File: src/rtl/mux_bus_pkg.sv
// Shared types of the multiplexed bus sequencer.
// Assumes one T-state per clock cycle.
package mux_bus_pkg;

    typedef enum logic [2:0] {
        PH_IDLE = 3'd0,
        PH_T1   = 3'd1,
        PH_T2   = 3'd2,
        PH_T3   = 3'd3,
        PH_TW   = 3'd4,
        PH_T4   = 3'd5,
        PH_HOLD = 3'd6
    } bus_ph_e;

    typedef enum logic [1:0] {
        SEG_EXTRA = 2'b00,
        SEG_STACK = 2'b01,
        SEG_CODE  = 2'b10,
        SEG_DATA  = 2'b11
    } seg_code_e;

    // True in the states where the lines carry data or status
    function automatic logic ph_is_data(bus_ph_e p);
        return (p == PH_T2) || (p == PH_T3) || (p == PH_TW) || (p == PH_T4);
    endfunction

endpackage

File: src/rtl/mux_bus_ctrl.sv
// Phase sequencer and request latch.
// Accepts a request in idle or T4 when no hold is pending, then steps
// T1, T2, T3, Tw while ready is low, and T4. Grants a hold only between
// machine cycles. Assumes ready is already synchronous to clk.
module mux_bus_ctrl
    import mux_bus_pkg::*;
#(
    parameter int ADDR_W = 20,
    parameter int DATA_W = 16
) (
    input  logic              clk,
    input  logic              rst_n,
    input  logic              req_valid,
    input  logic [ADDR_W-1:0] req_addr,
    input  logic              req_io,
    input  logic              req_write,
    input  logic              req_hi_byte,
    input  logic [1:0]        req_seg,
    input  logic [DATA_W-1:0] req_wdata,
    input  logic              ready,
    input  logic              hold_req,
    output logic              req_ready,
    output bus_ph_e           ph,
    output logic [ADDR_W-1:0] addr_q,
    output logic              io_q,
    output logic              wr_q,
    output logic              hi_q,
    output logic [1:0]        seg_q,
    output logic [DATA_W-1:0] wdata_q
);

    bus_ph_e ph_q, ph_d;
    logic    accept;

    // Boundary between cycles: the only place a new owner may take the bus
    assign req_ready = ((ph_q == PH_IDLE) || (ph_q == PH_T4)) && !hold_req;
    assign accept    = req_valid && req_ready;
    assign ph        = ph_q;

    // Next-phase decision
    always_comb begin
        ph_d = ph_q;
        case (ph_q)
            PH_IDLE: begin
                if (hold_req)       ph_d = PH_HOLD;
                else if (req_valid) ph_d = PH_T1;
            end
            PH_T1:   ph_d = PH_T2;
            PH_T2:   ph_d = PH_T3;
            PH_T3,
            PH_TW:   ph_d = ready ? PH_T4 : PH_TW;
            PH_T4: begin
                if (hold_req)       ph_d = PH_HOLD;
                else if (req_valid) ph_d = PH_T1;
                else                ph_d = PH_IDLE;
            end
            PH_HOLD: ph_d = hold_req ? PH_HOLD : PH_IDLE;
            default: ph_d = PH_IDLE;
        endcase
    end

    // Phase register
    always_ff @(posedge clk) begin
        if (!rst_n) ph_q <= PH_IDLE;
        else        ph_q <= ph_d;
    end

    // Request fields captured at acceptance, held for the whole cycle
    always_ff @(posedge clk) begin
        if (!rst_n) begin
            addr_q  <= '0;
            io_q    <= 1'b0;
            wr_q    <= 1'b0;
            hi_q    <= 1'b0;
            seg_q   <= SEG_CODE;
            wdata_q <= '0;
        end else if (accept) begin
            addr_q  <= req_addr;
            io_q    <= req_io;
            wr_q    <= req_write;
            hi_q    <= req_hi_byte;
            seg_q   <= req_seg;
            wdata_q <= req_wdata;
        end
    end

endmodule

File: src/rtl/mux_bus_status.sv
// Upper address / status lane former.
// T1 shows the top address bits (zero for I/O). The data phases show
// {S6=0, S5=ie, S4S3=segment}. Assumes HI_W is at least 4.
module mux_bus_status
    import mux_bus_pkg::*;
#(
    parameter int ADDR_W = 20,
    parameter int DATA_W = 16,
    localparam int HI_W  = ADDR_W - DATA_W
) (
    input  logic            clk,
    input  logic            rst_n,
    input  logic            ie_flag,
    input  bus_ph_e         ph,
    input  logic            io_q,
    input  logic [1:0]      seg_q,
    input  logic [HI_W-1:0] addr_hi,
    output logic [HI_W-1:0] ast_out
);

    logic            ie_q;
    logic [1:0]      seg_eff;
    logic [HI_W-1:0] stat_vec;

    // Interrupt-enable status refreshed at every edge
    always_ff @(posedge clk) begin
        if (!rst_n) ie_q <= 1'b0;
        else        ie_q <= ie_flag;
    end

    // I/O cycles report the code/none segment code
    assign seg_eff = io_q ? SEG_CODE : seg_q;

    // Status word: bits 1..0 segment, bit 2 interrupt enable, rest low
    always_comb begin
        stat_vec    = '0;
        stat_vec[0] = seg_eff[0];
        stat_vec[1] = seg_eff[1];
        stat_vec[2] = ie_q;
    end

    // Per-line multiplexer between address, status and idle zero
    for (genvar b = 0; b < HI_W; b++) begin : g_lane
        always_comb begin
            if (ph == PH_T1)          ast_out[b] = io_q ? 1'b0 : addr_hi[b];
            else if (ph_is_data(ph))  ast_out[b] = stat_vec[b];
            else                      ast_out[b] = 1'b0;
        end
    end

endmodule

File: src/rtl/mux_bus_pins.sv
// Low-lane, strobe and enable former, with the read-data capture register.
// The low lines carry the address in T1 and write data in the data phases.
// For reads they turn around and float. Every driven pin floats in hold.
module mux_bus_pins
    import mux_bus_pkg::*;
#(
    parameter int DATA_W = 16
) (
    input  logic              clk,
    input  logic              rst_n,
    input  bus_ph_e           ph,
    input  logic              wr_q,
    input  logic              hi_q,
    input  logic [DATA_W-1:0] addr_lo,
    input  logic [DATA_W-1:0] wdata_q,
    input  logic [DATA_W-1:0] ad_in,
    input  logic              ready,
    output logic [DATA_W-1:0] ad_out,
    output logic              ad_oe,
    output logic              ast_oe,
    output logic              bhe_n,
    output logic              bhe_oe,
    output logic              ale,
    output logic              rd_n,
    output logic              rd_oe,
    output logic              hlda,
    output logic              rsp_valid,
    output logic [DATA_W-1:0] rsp_rdata
);

    logic data_ph;
    logic in_hold;
    logic wr_drive;
    logic [DATA_W-1:0] rdata_q;

    assign data_ph  = ph_is_data(ph);
    assign in_hold  = (ph == PH_HOLD);
    assign wr_drive = data_ph && wr_q;

    // Low-lane value and enable
    always_comb begin
        if (ph == PH_T1)   ad_out = addr_lo;
        else if (wr_drive) ad_out = wdata_q;
        else               ad_out = '0;
        ad_oe = (ph == PH_T1) || wr_drive;
    end

    // Strobes: address latch in T1, read strobe in T2/T3/Tw of reads
    always_comb begin
        ale   = (ph == PH_T1);
        rd_n  = !(!wr_q && ((ph == PH_T2) || (ph == PH_T3) || (ph == PH_TW)));
        bhe_n = (ph == PH_T1) ? !hi_q : 1'b1;
    end

    // Drive enables released only while the bus is handed over
    always_comb begin
        ast_oe = !in_hold;
        bhe_oe = !in_hold;
        rd_oe  = !in_hold;
        hlda   = in_hold;
    end

    // Read data taken at the edge where ready completes the transfer
    always_ff @(posedge clk) begin
        if (!rst_n)
            rdata_q <= '0;
        else if (((ph == PH_T3) || (ph == PH_TW)) && ready && !wr_q)
            rdata_q <= ad_in;
    end

    assign rsp_valid = (ph == PH_T4) && !wr_q;
    assign rsp_rdata = rdata_q;

endmodule

File: src/rtl/mux_bus_seq.sv
// Top of the multiplexed address/data bus sequencer.
// Joins the phase sequencer, the upper-lane status former and the pin
// former. Pins are exposed as value plus drive-enable pairs.
module mux_bus_seq
    import mux_bus_pkg::*;
#(
    parameter int ADDR_W = 20,
    parameter int DATA_W = 16,
    localparam int HI_W  = ADDR_W - DATA_W
) (
    input  logic              clk,
    input  logic              rst_n,
    input  logic              req_valid,
    output logic              req_ready,
    input  logic [ADDR_W-1:0] req_addr,
    input  logic              req_io,
    input  logic              req_write,
    input  logic              req_hi_byte,
    input  logic [1:0]        req_seg,
    input  logic [DATA_W-1:0] req_wdata,
    input  logic              ie_flag,
    input  logic              ready,
    input  logic              hold_req,
    output logic              hlda,
    input  logic [DATA_W-1:0] ad_in,
    output logic [DATA_W-1:0] ad_out,
    output logic              ad_oe,
    output logic [HI_W-1:0]   ast_out,
    output logic              ast_oe,
    output logic              bhe_n,
    output logic              bhe_oe,
    output logic              ale,
    output logic              rd_n,
    output logic              rd_oe,
    output logic              rsp_valid,
    output logic [DATA_W-1:0] rsp_rdata
);

    bus_ph_e           ph;
    logic [ADDR_W-1:0] addr_q;
    logic              io_q, wr_q, hi_q;
    logic [1:0]        seg_q;
    logic [DATA_W-1:0] wdata_q;

    mux_bus_ctrl #(.ADDR_W(ADDR_W), .DATA_W(DATA_W)) u_ctrl (
        .clk         (clk),
        .rst_n       (rst_n),
        .req_valid   (req_valid),
        .req_addr    (req_addr),
        .req_io      (req_io),
        .req_write   (req_write),
        .req_hi_byte (req_hi_byte),
        .req_seg     (req_seg),
        .req_wdata   (req_wdata),
        .ready       (ready),
        .hold_req    (hold_req),
        .req_ready   (req_ready),
        .ph          (ph),
        .addr_q      (addr_q),
        .io_q        (io_q),
        .wr_q        (wr_q),
        .hi_q        (hi_q),
        .seg_q       (seg_q),
        .wdata_q     (wdata_q)
    );

    mux_bus_status #(.ADDR_W(ADDR_W), .DATA_W(DATA_W)) u_status (
        .clk     (clk),
        .rst_n   (rst_n),
        .ie_flag (ie_flag),
        .ph      (ph),
        .io_q    (io_q),
        .seg_q   (seg_q),
        .addr_hi (addr_q[ADDR_W-1:DATA_W]),
        .ast_out (ast_out)
    );

    mux_bus_pins #(.DATA_W(DATA_W)) u_pins (
        .clk       (clk),
        .rst_n     (rst_n),
        .ph        (ph),
        .wr_q      (wr_q),
        .hi_q      (hi_q),
        .addr_lo   (addr_q[DATA_W-1:0]),
        .wdata_q   (wdata_q),
        .ad_in     (ad_in),
        .ready     (ready),
        .ad_out    (ad_out),
        .ad_oe     (ad_oe),
        .ast_oe    (ast_oe),
        .bhe_n     (bhe_n),
        .bhe_oe    (bhe_oe),
        .ale       (ale),
        .rd_n      (rd_n),
        .rd_oe     (rd_oe),
        .hlda      (hlda),
        .rsp_valid (rsp_valid),
        .rsp_rdata (rsp_rdata)
    );

endmodule

File: config.mk
export PLATFORM = sky130hd
export DESIGN_NAME = mux_bus_seq
export DESIGN_NICKNAME = d
export VERILOG_FILES = /design/src/rtl/mux_bus_pkg.sv /design/src/rtl/mux_bus_ctrl.sv /design/src/rtl/mux_bus_status.sv /design/src/rtl/mux_bus_pins.sv /design/src/rtl/mux_bus_seq.sv
export SDC_FILE = /design/constraint.sdc
export NUM_CORES = 1
export LEC_CHECK = 0
export BUFFER_PORTS_ARGS = -buffer_cell sky130_fd_sc_hd__buf_2
export CAP_MARGIN = 30
export CORE_MARGIN = 2
export CORE_UTILIZATION = 52
export CTS_CLUSTER_DIAMETER = 80
export DETAILED_ROUTE_END_ITERATION = 6
export PLACE_DENSITY = 0.84
export SYNTH_ARGS = -nofsm -noshare
export SYNTH_HDL_FRONTEND = slang
export SYNTH_SLANG_ARGS = --single-unit
File: constraint.sdc
create_clock -name clk -period 2.5 [get_ports clk]
set_clock_uncertainty 0.2 [all_clocks]
set_input_delay 0.375 -clock clk [delete_from_list [all_inputs] [get_ports clk]]
set_output_delay 0.375 -clock clk [all_outputs]
set_load 0.005 [all_outputs]
---- After elaboration in Yosys (flattened, before gate mapping) ----
Cells that the tools add are included.
operators by class
  shift operators ......................... 0
  equality and inequality tests ........... 7
  muxes and demuxes ....................... 22
  multiply operators ...................... 0
  $lt $le $gt $ge ......................... 0
  add/sub/neg operators ................... 0
  divide/modulo/power cells ............... 0
  bitwise logic cells ..................... 0
  reduce and logical (&&, ||, !) cells .... 20
operator list
  cell                  number
  $mux W16              2
  $pmux W3 S6           1
  $mux W1               14
  $mux W3               4
  $eq A3 B3 Y1 const B  3
  $logic_and A1 B1 Y1   7
  $eq A3 B2 Y1 const B  2
  $logic_or A1 B1 Y1    6
  $logic_not A1 Y1      5
  $eq A3 B1 Y1 const B  1
  $logic_not A3 Y1      1
  $ne A3 B3 Y1 const B  1
  $mux W2               1
  $reduce_or A2 Y1      1
storage, ports and cells
  input port bits ......................... 63
  latch bits .............................. 0
  ROM bits ................................ 0
  bits in registers ....................... 61
  memory bits (writable) .................. 0
  memories kept ........................... 0
  output and inout port bits .............. 46

---- Logic depth before layout (Yosys ltp) ----
Gate-level depths: netlist (run 1).
  depth after elaboration ................. 7
  gate-level depth with buffers ........... 8

---- Modules after synthesis ----
A second synthesis (run 1) with hierarchy kept.
unflattened totals
  cells, all modules ...................... 332
  area total of the unflattened synthesis .. 2865.2 µm²
by module, submodules not included
  module          sequential area each (µm²)  cells an instance  times used  area an instance (µm²)
  mux_bus_ctrl    880.8                       209                1           1805.5
  mux_bus_pins    320.3                       107                1           948.4
  mux_bus_status  20.0                        16                 1           111.4

---- Worst setup path before layout (run 1) ----
OpenSTA, ideal clock, no wires.
  kind .................................... register to output
  start point ............................. reg u_ctrl.ph_q[1], in the netlist u_ctrl.ph[1]
  end point ............................... out ad_out[10]
  data required time ...................... 1925 ps
  slack ................................... 641 ps
  cell stages (with the launch flop) ...... 9
  arrival ................................. 1284 ps
  path through ............................ dfxtp_1 buf_2 nand2b_4 or2_1 buf_2 inv_2 buf_4 nand2_1 a21oi_1
RTL lines
  what                    line                source
  start, declared         mux_bus_ctrl.sv:32  bus_ph_e ph_q, ph_d;
  start signal, assigned  mux_bus_ctrl.sv:65  else ph_q <= ph_d;
  $eq A3 B1 Y1            n/a
  via ale                 mux_bus_seq.sv:32   output logic ale,
  $mux W16                mux_bus_pins.sv:42  if (ph == PH_T1) ad_out = addr_lo;
  end, declared           mux_bus_seq.sv:26   output logic [DATA_W-1:0] ad_out,
The timed path passes the listed nets, and every way through them passes these cells.

---- Worst setup path after layout (run 1) ----
  start point ............................. reg u_ctrl.ph_q[0], in the netlist u_ctrl.ph[0]
  end point ............................... out ad_out[14]
between the ends
  cells in the longest elaborated chain, start to end .. 7
RTL lines
  what                             line                source
  $eq A3 B2 Y1                     mux_bus_pkg.sv:24   return (p == PH_T2) || (p == PH_T3) || (p == PH_TW) || (p == PH_T4);
  $logic_or A1 B1 Y1 (3 in a row)  mux_bus_pkg.sv:24
  $logic_and A1 B1 Y1              mux_bus_pins.sv:38  assign wr_drive = data_ph && wr_q;
  $mux W16                         mux_bus_pins.sv:43  else if (wr_drive) ad_out = wdata_q;
  $mux W16 (*)                     mux_bus_pins.sv:42
Mark *: on every way between the ends. The rest lies on a longest branch, timed or not.

==> run summary, run 1 <==
Placed cell count - 518
Dpl hpwl - 4780 um
Wire per inst - 12.7 um
Die height - 77.5 um
Die W - 77.5 um
Final ANT Viol Nets - 0
Worst-Margin Slew - 0.514 ns
Final net count - 522
Min Tclk post-route - 2.31 ns
Total core area - 5170 um^2
Clock buffer depth - 2
Yosys warns - 0
Final setup violation count - 0
GP Congestion - 0.885
WP data required - 1.92 ns
Top-Level Pins - 109
Slew Viols, Final - 0
Starting Density - 0.544
Status - completed
Routed wire length - 6810 um
Largest stage delay on the critical path - 0.45 ns
Fin Setup TNS - 0 ns
Cells after synthesis - 368
CP arrival - 1.73 ns
Largest net degree at the start of global routing - 54
Remaining DRCs - 0
Post-synth cell types - 35
Clk Latency, worst-skew pair - 0.33 ns
Pre-antenna DRT Iters - 4
Vias in the first global route - 2552
Share of cells above drive strength 1 - 0.328
Worst-path cell chain - nand2b_4 -> or2_1 -> clkinv_2 -> nand2_1 -> a21oi_1 -> buf_2
Clk sinks - 61
Initial antenna violation count - 1
Slowest CP cell - dfxtp_2
Port bufs - 108
Max Clk Rate - 434 MHz
Hold Path Class - input port to flop
Total grt overflow - 0
Vias - 2731
DR iter-0 viols - 172
FFs w/ async S/R, synth - 0
Worst Path Max Fanout - 20
Routed vias/inst - 5.10
P&R area growth vs syn - 23.8%
Gr usage total - 0.233
RSZ-0062 raised after global routing - no
Cell Area, Synth - 2810 um^2
Final instance area - 3480 um^2
CTS tree - done
Cts repair resizes - 0
Final period utilization - 0.922
Syn Area/Cell - 7.64 um^2
Post-CTS setup buffer count - 0
Slew HR - 0.657
Syn_nets - 431
Root Driver - clkbuf_8
Power Density - 669 nW/um^2
Max VDD drop - 0.375 mV
Sequential area share after synthesis - 0.434
Post-synth top flop - dfxtp_1
Fin cells - 535
CP Launch Type - flop
Leak Pwr - 1.51 nW
Final hold violation count - 0
Row count - 26
CTS Buf Count - 9
Max-Cap Viols - 0
Post-DP Area - 3320 um^2
H-tree depth - 3
Global-route wire length before repair - 11200 um
Yosys reg bits - 61
WHS - 0.0414 ns
Setup crit end kind - primary output
# hold bufs at CTS - 0
Critical path type - flop to primary output
Die area - 6010 um^2
EDFF count, synth - 0
Clock transition at path regs - 0.06 ns
## logic make-up after synthesis
family,after synthesis,share of synthesized area
compound gates,88,0.186
xor+xnor,2,0.00623
fa+ha+maj,1,0.00356
buf+inv,43,0.0823
flops,61,0.434
mux,2,0.00712
simple gates,171,0.281
## report_power, final
group | internal [W] | switching, W | leakage, nW
Clock | 0.000358 | 0.000352 | 0.0784
Sequential | 0.00106 | 0.0000693 | 0.497
Combinational | 0.000203 | 0.000291 | 0.937
Total | 0.00162 | 0.000712 | 1.51
## path summary, 6_finish.rpt
kind              cells past startpoint  slack [ns]                  end           startpoint
hold / removal                        2        0.04        u_status.ie_q              ie_flag
setup / recovery                      6        0.19           ad_out[14]         u_ctrl.ph[0]
setup reg to reg                      5        0.38     u_ctrl.addr_q[5]         u_ctrl.ph[2]
hold reg to reg                       2        0.26  u_pins.rsp_rdata[2]  u_pins.rsp_rdata[2]
## cell usage after synthesis, types with 2 or more instances
library cell   n  area share
nand2_1       94        0.13
dfxtp_1       61        0.43
nand3b_1       2      0.0053
nand3_1       54       0.096
buf_4          5       0.013
nand3_2        4       0.014
inv_1          6      0.0080
buf_2         11       0.020
mux2i_1        2      0.0071
buf_1          3      0.0040
and3_1         3      0.0067
nor3_1         2      0.0036
clkbuf_1      12       0.016
o21ai_0       48       0.085
o21ai_2       14       0.044
nor2_1         3      0.0040
buf_6          5       0.020
xor2_1         2      0.0062
a21oi_1       20       0.036
nand2b_1       2      0.0044
## critical path, delay by kind of cell (launching register included)
kind                   cells  cell delay (ns)
DFF                        1             0.45
and+or+nand+nor            3             0.40
buffers and inverters      2             0.35
AOI/OAI and AO/OA          1             0.19
## cell usage in the layout (no fill, tap or decap), types with 4 or more instances in the layout
| master | count |
|---|---|
| inv_1 | 6 |
| nand2_1 | 94 |
| buf_4 | 7 |
| nand3_2 | 4 |
| clkbuf_8 | 9 |
| o21ai_0 | 48 |
| o21ai_2 | 14 |
| nand3_1 | 54 |
| buf_2 | 107 |
| clkbuf_1 | 5 |
| a21oi_1 | 20 |
| dfxtp_1 | 59 |
## layout make-up
| type | count | area [um^2] |
|---|---|---|
| inverters | 7 | 27.5 |
| repair buffers | 116 | 628 |
| fillers | 445 | 1690 |
| clock inverters | 2 | 10.0 |
| diodes | 1 | 2.50 |
| clock buffers | 14 | 143 |
| flip-flops and latches | 61 | 1220 |
| multi-input cells | 264 | 1360 |
| well taps | 70 | 87.6 |
## registers in the layout, indices dropped and copies added, names as in the netlist
name and flops:
u_pins.rsp_rdata 16, u_ctrl.io_q 1, u_ctrl.seg_q 2, u_ctrl.wdata_q 16
u_ctrl.addr_q 20, u_ctrl.wr_q 1, u_ctrl.ph 3, u_ctrl.hi_q 1
u_status.ie_q 1
## through the flow
stage / power (W) / util / worst slack (ns)
5_1_grt: 0.00247 / 0.673 / 0.0318
6_report: 0.00233 / 0.673 / 0.194
3_3_place_gp: 0.00162 / 0.642 / 0.372
2_1_floorplan: 0.00149 / - / 0.641
4_1_cts: 0.00235 / 0.672 / 0.0353
3_5_place_dp: 0.00164 / 0.642 / 0.243
## routing by layer
| metal | global-route usage | vias to the layer above | share of wire |
|---|---|---|---|
| met5 | 0 | - | 0 |
| met4 | 0.105 | 0 | 0.016 |
| met3 | 0.101 | 12 | 0.086 |
| met2 | 0.363 | 90 | 0.45 |
| met1 | 0.278 | 1207 | 0.44 |
| li1 | - | 1422 | - |
No activity file was read; power rests on OpenSTA's default activity.
==> inputs of run 2 (changes only) <==
--- a/config.mk
+++ b/config.mk
@@ -8,10 +8,10 @@
 export BUFFER_PORTS_ARGS = -buffer_cell sky130_fd_sc_hd__buf_2
 export CAP_MARGIN = 30
 export CORE_MARGIN = 2
-export CORE_UTILIZATION = 52
+export CORE_UTILIZATION = 51
 export CTS_CLUSTER_DIAMETER = 80
 export DETAILED_ROUTE_END_ITERATION = 6
-export PLACE_DENSITY = 0.84
+export PLACE_DENSITY = 0.83
 export SYNTH_ARGS = -nofsm -noshare
 export SYNTH_HDL_FRONTEND = slang
 export SYNTH_SLANG_ARGS = --single-unit
==> run summary, run 2 (synthesis gave the netlist of run 1 again) <==
Status - completed
Initial antenna violation count - 0
Most frequent cells in the layout - buf_2 (107), nand2_1 (94), dfxtp_1 (59)
Logic pwr share - 0.201
Fin Setup TNS - 0 ns
Max-Cap Viols - 0
Final period utilization - 0.952
Hold-critical path depth - 2
Final net count - 522
Clock share of power - 0.340
R2R depth - 5
Hold path startpoint - ie_flag
Final hold violation count - 0
Max Clk Rate - 420 MHz
Global-route wire length before repair - 10800 um
Max VDD drop - 0.432 mV
Final instance area - 3540 um^2
Reg2reg end - u_ctrl.seg_q[1]
Routed wire length - 6700 um
P_sw - 0.000737 W
Hold Path Class - input port to flop
Post-DP Area - 3340 um^2
CTS tree - done
Place WS - 0.408 ns
Root Driver - clkbuf_8
Reg-to-reg critical path startpoint - u_ctrl.ph[2]
CP arrival - 1.80 ns
Setup slack after layout - 0.120 ns
Max reg flops - 20
GP Congestion - 0.863
Die area - 6130 um^2
Critical path type - flop to primary output
Slew Viols, Final - 0
Share of cells above drive strength 1 - 0.338
Final core utilization - 0.654
H-tree depth - 3
Slew HR - 0.655
CP Launch Type - flop
Int Power - 0.00173 W
Clock buffer depth - 2
Dpl hpwl - 4730 um
Vias in the first global route - 2432
CTS Buf Count - 9
Die W - 78.3 um
Worst-Margin Slew - 0.517 ns
Met3 Usage GRT - 0.0621
Row count - 27
Grt met2 use - 0.341
Gr usage total - 0.221
Diode count - 0
Sequential power share - 0.459
Final ANT Viol Nets - 0
Routed vias/inst - 5.09
Met1 usage - 0.294
Min Tclk post-route - 2.38 ns
P&R area growth vs syn - 25.8%
Port bufs - 108
RSZ-0062 raised after global routing - yes
Power Density - 697 nW/um^2
Starting Density - 0.520
Clock transition at path regs - 0.06 ns
DR iter-0 viols - 153
WP data required - 1.92 ns
FF-to-FF setup slack - 0.69 ns
Top reg by flops - u_ctrl.addr_q
Wire per inst - 12.5 um
Leading cell type in the layout, fill and taps excluded - buf_2
Setup crit end kind - primary output
Leak Pwr - 1.54 nW
Largest net degree at the start of global routing - 60
Vias - 2726
Final setup violation count - 0
Post-CTS setup buffer count - 0
Hold EP - u_status.ie_q
Die height - 78.3 um
Layer with the highest usage - met2
Remaining DRCs - 0
Clk sinks - 61
Sw Ratio - 0.299
Top-Level Pins - 109
Worst Path Max Fanout - 20
Total core area - 5410 um^2
Clk Latency, worst-skew pair - 0.33 ns
Pre-antenna DRT Iters - 4
Total grt overflow - 0
[run 2: cell types whose count changed in the layout (fill, tap and decap cells not counted)]
cell	previous run	this run
buf_12	2	3
buf_4	7	6
clkbuf_1	5	0
clkinvlp_4	0	1
diode_2	1	0
inv_2	0	1
clkinv_2	3	2
clkbuf_8	9	13
[run 2: what timing repair did]
action                                  CTS  global route
resized for setup                         0             2
endpoints found under the setup margin    0            18
hold buffers                              0             0
[run 2: worst max-delay path by stage]
| stage | from | to | slack, ns | depth (start not counted) |
|---|---|---|---|---|
| 2_1_floorplan | u_ctrl.ph[1] | ad_out[10] | 0.64 | 8 |
| 3_3_place_gp | u_ctrl.ph[0] | ad_out[14] | 0.46 | 6 |
| 4_1_cts | u_ctrl.ph[0] | ad_out[13] | 0.03 | 6 |
| 3_5_place_dp | u_ctrl.ph[0] | ad_out[13] | 0.41 | 6 |
| 5_1_grt | u_ctrl.ph[1] | ad_out[14] | -0.03 | 6 |
| 6_report | u_ctrl.ph[1] | ad_out[13] | 0.12 | 6 |
[run 2: power by group through the flow]
stage | clock network (W) | registers, W | logic (W)
2_1_floorplan | 0 | 0.00111 | 0.000379
3_3_place_gp | 0 | 0.00114 | 0.000484
3_5_place_dp | 0 | 0.00115 | 0.000497
4_1_cts | 0.000857 | 0.00113 | 0.000497
5_1_grt | 0.000902 | 0.00114 | 0.000556
6_report | 0.000839 | 0.00113 | 0.000495
[run 2: critical path, cell delays in order (launching register included)]
cell and delay, ns:
dfxtp_1 0.39, nand2b_4 0.18, or2_1 0.23, inv_2 0.26
nand2_1 0.09, a21oi_1 0.18, buf_2 0.15
[run 2: layer usage]
layer  up-vias  share of wire
met5         -              0
met2        90           0.44
met3        11          0.071
met4         0          0.016
met1      1202           0.47
li1       1423              -
[run 2: cell type report]
cell class              instances  area [um^2]
clock buffers                  13          179
clock inverters                 3         17.5
fillers                       475         1870
inverters                       7         26.3
multi-input cells             264         1360
flip-flops and latches         61         1220
well taps                      72         90.1
repair buffers                116          641
[run 2: metrics by stage]
stage	std cells	hold slack (ns)	total power [W]
global placement	520	0.244	0.00163
detailed placement	520	0.253	0.00165
CTS	536	0.0300	0.00248
floorplan	368	0.235	0.00149
global route	536	0.0357	0.00260
finish	536	0.0456	0.00247
